[src/rtl/stream_pkt_monitor.sv]
module stream_pkt_monitor #(
  parameter int READY_LAT = 2,
  parameter int EMPTY_W   = 2,
  parameter int CHAN_W    = 4,
  parameter int MAX_CHAN  = 9
) (
  input  logic               clk,
  input  logic               rst_n,
  input  logic               mon_ready,
  input  logic               mon_valid,
  input  logic               mon_sop,
  input  logic               mon_eop,
  input  logic [EMPTY_W-1:0] mon_empty,
  input  logic [CHAN_W-1:0]  mon_chan,
  output logic [5:0]         err_flags,
  output logic               viol_pulse,
  output logic               pkt_open
);
  localparam int NFLAG = 6;

  logic             rdy_slot;
  logic             beat;
  logic [NFLAG-1:0] viol;

  generate
    if (READY_LAT == 0) begin : g_direct
      assign rdy_slot = mon_ready;
    end else begin : g_hist
      logic [READY_LAT-1:0] hist;
      always_ff @(posedge clk) begin
        if (!rst_n) hist <= '0;
        else        hist <= (hist << 1) | READY_LAT'(mon_ready);
      end
      assign rdy_slot = hist[READY_LAT-1];
    end
  endgenerate

  assign beat = rdy_slot & mon_valid;

  assign viol[0] = mon_valid & ~rdy_slot;
  assign viol[1] = beat & mon_sop & pkt_open;
  assign viol[2] = beat & mon_eop & ~mon_sop & ~pkt_open;
  assign viol[3] = beat & ~mon_eop & (mon_empty != '0);
  assign viol[4] = beat & (int'(mon_chan) > MAX_CHAN);
  assign viol[5] = beat & ~mon_sop & ~mon_eop & ~pkt_open;

  always_ff @(posedge clk) begin
    if (!rst_n) begin
      err_flags  <= '0;
      viol_pulse <= 1'b0;
      pkt_open   <= 1'b0;
    end else begin
      err_flags  <= err_flags | viol;
      viol_pulse <= |viol;
      if (beat) pkt_open <= (mon_sop | pkt_open) & ~mon_eop;
    end
  end
endmodule

[config.mk]
export PLATFORM = sky130hd
export DESIGN_NAME = stream_pkt_monitor
export DESIGN_NICKNAME = d
export VERILOG_FILES = /design/src/rtl/stream_pkt_monitor.sv
export SDC_FILE = /design/constraint.sdc
export NUM_CORES = 1
export LEC_CHECK = 0
export BUFFER_PORTS_ARGS = -buffer_cell sky130_fd_sc_hd__clkbuf_2
export CAP_MARGIN = 20
export CORE_AREA = 8 8 45 47
export CTS_CLUSTER_DIAMETER = 200
export DETAILED_ROUTE_END_ITERATION = 12
export DIE_AREA = 0 0 53 55
export GPL_ROUTABILITY_DRIVEN = 1
export PLACE_DENSITY = 0.55
export SLEW_MARGIN = 20
export SYNTH_ARGS = -nofsm -noshare
export SYNTH_HDL_FRONTEND = slang
export SYNTH_SLANG_ARGS = --single-unit
[constraint.sdc]
create_clock -name clk -period 1.06 [get_ports clk]
set_input_delay 0.053 -clock clk [delete_from_list [all_inputs] [get_ports clk]]
set_output_delay 0.053 -clock clk [all_outputs]
set_load 0.005 [all_outputs]
* Word-level counts from Yosys, hierarchy flattened
Cells that the tools add are included. Widths: inputs -> output; s select.
Word-level totals: flip-flop bits (word level) 10, output and inout bits 8, input port bits 12
Cells by class: bitwise logic cells 21, magnitude comparators 1, reductions and logical operators 2
Operators with widths (count):
- $and 1x1->1 | 14
- $or 6x6->6 | 1
- $reduce_or 6->1 | 1
- $gt 4x4->1 const B | 1
- $not 1->1 | 4
- $or 2x1->2 | 1
- $reduce_bool 2->1 | 1
- $or 1x1->1 | 1

* Depth between registers and ports, before layout
depth in word-level cells 5, mapped depth 3

* Worst setup path after synthesis
Ideal clock, no wire load.
path type register -> register, from register pkt_open, to register viol_pulse, setup time 0.120 ns, slack 0.103 ns, period minus slack after synthesis 0.957 ns, required time 0.940 ns, buffers on the path 0, arrival 0.837 ns, stages on the path, launching flop included 4, cells stage by stage dfxtp_1 xor2_1 a21boi_1 o31a_1
On the way: word-level cells in the longest chain between the ends 3, elaborated cells on any way between the ends 5, classes of those cells bitwise: 4; reduce/logical: 1
RTL lines:
- from (decl) | line 17 | output logic pkt_open
- from (signal assigned) | line 55 | if (beat) pkt_open <= (mon_sop | pkt_open) & ~mon_eop;
- $not 1->1 | line 42, 45
- $and 1x1->1, on equally long branches | line 42, 45
- $reduce_or 6->1 (*) | line 54 | viol_pulse <= |viol;
- to (signal assigned) | line 54
- to (decl) | line 16 | output logic viol_pulse,
Mark *: on every way between the ends. The rest lies on a longest branch, timed or not. A chain may end at the register's enable or synchronous reset.

* Worst setup path in the final report
Same ends and word-level chain as after synthesis.

==> results.json <==
{
  "grt_max_degree": 11,
  "die_x_um": 53,
  "ios": 20,
  "hold_class": "input pin to flip-flop",
  "fin_util_pct": 36.89,
  "fp.dieH_um": 55,
  "gp_congestion": 0.7908,
  "post-dp-hpwl_um": 646.8,
  "regArea_um2": 200.2,
  "viasPerCell": 4.452,
  "ant_nets": 0,
  "fillers": 147,
  "clk_pin_slew_ns": 0.07,
  "fmax_mhz": 1012,
  "synth_top_cell_by_area": "dfxtp_1",
  "start_util_pct": 26.04,
  "root_buffer": "clkbuf_4",
  "yosysWarnings": 0,
  "drive_gt1_share_pct": 42.11,
  "clkLatencyLatePin_ns": 0.26,
  "synth_top_area_share_pct": 55.56,
  "criticalPathCategory": "flip-flop to flip-flop",
  "endpoint_kind": "flip-flop",
  "syn_nets": 47,
  "post-cts-setup-buffer-count": 0,
  "period_share_pct": 93.26,
  "syn_area_um2": 360.3,
  "ys_seq_area_share_pct": 55.56,
  "fin_skew_ns": 0.007987,
  "maxSlewViolCount": 0,
  "p_per_area_nw_per_um2": 1396,
  "status": "finished, final reports clean",
  "start_kind": "flip-flop",
  "drt-pass1-iter-count": 3,
  "crit_arrival_ns": 1.15,
  "ys_ff_latch": 10,
  "cap_violations": 0,
  "multi_input_area_um2": 160.2,
  "critPathMaxFanout": 4,
  "layout-area-overhead-vs-synth_pct": 41.67,
  "p_int_uw": 554.3,
  "tightest_slew_ns": 0.2081,
  "clkPwrFrac_pct": 35.5,
  "p_comb_share_pct": 9.1,
  "drc": 0,
  "grt_antenna_before_repair": 0,
  "dieArea_um2": 2915,
  "ir_drop_mv": 0.4132,
  "rows": 14,
  "overflow": 0,
  "crit_required_ns": 1.22,
  "hold_viol_final": 0,
  "whs_ns": 0.1045,
  "grt.total_usage_pct": 5.692,
  "htreeDepth": 1,
  "coreArea_um2": 1384,
  "fin_crit_ns": 0.9886,
  "dr.first_iter.drc_count": 1,
  "fin_nets": 71,
  "cts_buffer_depth": 2,
  "grt_pass1_vias": 270,
  "synth.distinct_cells": 17,
  "vias": 325,
  "routed_wirelength_um": 863,
  "cts_tree": "yes",
  "syn_avg_cell_area_um2": 10.30,
  "relSlewSlack_pct": 86.01,
  "grt_pass1_wl_um": 1131,
  "switchingPower_uw": 158.3,
  "switching_share_pct": 22.21,
  "cts.sinks": 10,
  "n_antenna_cell": 0,
  "setup_viol_count_final": 0,
  "cts_made_buffers": 3,
  "p_seq_share_pct": 55.4,
  "numPortBuffers": 18,
  "leakage_nw": 0.2336,
  "drt-wirelength-per-cell_um": 11.82,
  "synth_area_leaders": "dfxtp_1, o21a_1, and2_1, buf_6, nor2_1",
  "syn_inst": 35
}
==> what timing repair did <==
item	4_1_cts	5_1_grt
endpoints found under the hold margin	1	0
hold buffers	1	0
setup endpoints to repair	0	2
resized for setup	0	2
==> power by group through the flow <==
stage / Clock, mW / Sequential, mW / Combinational [mW]
global placement: 0 / 0.403 / 0.0607
global route: 0.287 / 0.396 / 0.0717
finish: 0.253 / 0.395 / 0.0648
floorplan: 0 / 0.403 / 0.0272
CTS: 0.268 / 0.394 / 0.0637
detailed placement: 0 / 0.403 / 0.0606
==> metal layers <==
metal | wire length (µm) | part of all wire, % | track usage (%) | vias to the layer above
met5 | 0 | 0 | 0 | -
met4 | 8 | 0.93 | 2.586 | 0
met3 | 142 | 16 | 5.882 | 2
met2 | 334 | 39 | 6.641 | 15
met1 | 378 | 44 | 6.412 | 138
li1 | - | - | - | 170
==> critical path, cell delays in order (launching register included) <==
cell and delay, ns:
dfxtp_1 0.41, xor2_1 0.16, a21boi_1 0.08, o31a_1 0.23
==> synth_stat cells (all sizes together) <==
master,n
dfxtp,10
o21a,5
nor2,3
and2,2
nand2,2
nor3,2
a21boi,1
a31oi,1
a41oi,1
and2b,1
buf,1
nand3,1
nor2b,1
nor4,1
o21ai,1
o31a,1
xor2,1
==> placed cells by master (no fill, tap or decap), types with 2 or more instances in the layout <==
| cell | count |
|---|---|
| nor2_1 | 3 |
| nand2_1 | 2 |
| clkbuf_4 | 3 |
| dfxtp_1 | 10 |
| o21a_1 | 5 |
| and2_1 | 2 |
| clkbuf_2 | 18 |
==> per-stage QoR <==
step	TNS [ns]	std cells	power, mW	setup WS [ns]	cell area [µm²]
final	0	73	0.7126	0.07144	510.5
after global routing	-0.002825	73	0.7548	-0.002825	510.5
after CTS	0	73	0.7260	0.04411	499.2
after detailed placement	0	69	0.4636	0.05000	466.7
after global placement	0	69	0.4633	0.07514	466.7
after floorplan	0	35	0.4306	0.1029	360.3
==> registers in the layout, indices dropped and copies added, names as in the netlist <==
name / count
err_flags: 6
g_hist.hist: 2
pkt_open: 1
viol_pulse: 1
==> area by class of cell <==
type,instances,share of cell area (%)
flip-flops and latches,10,39.22
multi-input cells,24,31.37
repair buffers,20,21.08
clock buffers,3,4.412
well taps,16,3.922
==> cell families after synthesis <==
group	after synthesis	share of synthesized area (%)
AOI/OAI and AO/OA	10	20.49
xor gates and xnor gates	1	2.431
DFF	10	55.56
and+or+nand+nor	13	18.40
buffers and inverters	1	3.125
==> final timing paths <==
path	slack, ns	depth (start not counted)	end	start
max	0.07	3	viol_pulse	pkt_open
min	0.10	3	pkt_open	rst_n
max reg2reg	0.07	3	viol_pulse	pkt_open
min reg2reg	0.43	1	g_hist.hist[1]	g_hist.hist[0]
(Power assumes the default switching activity.)
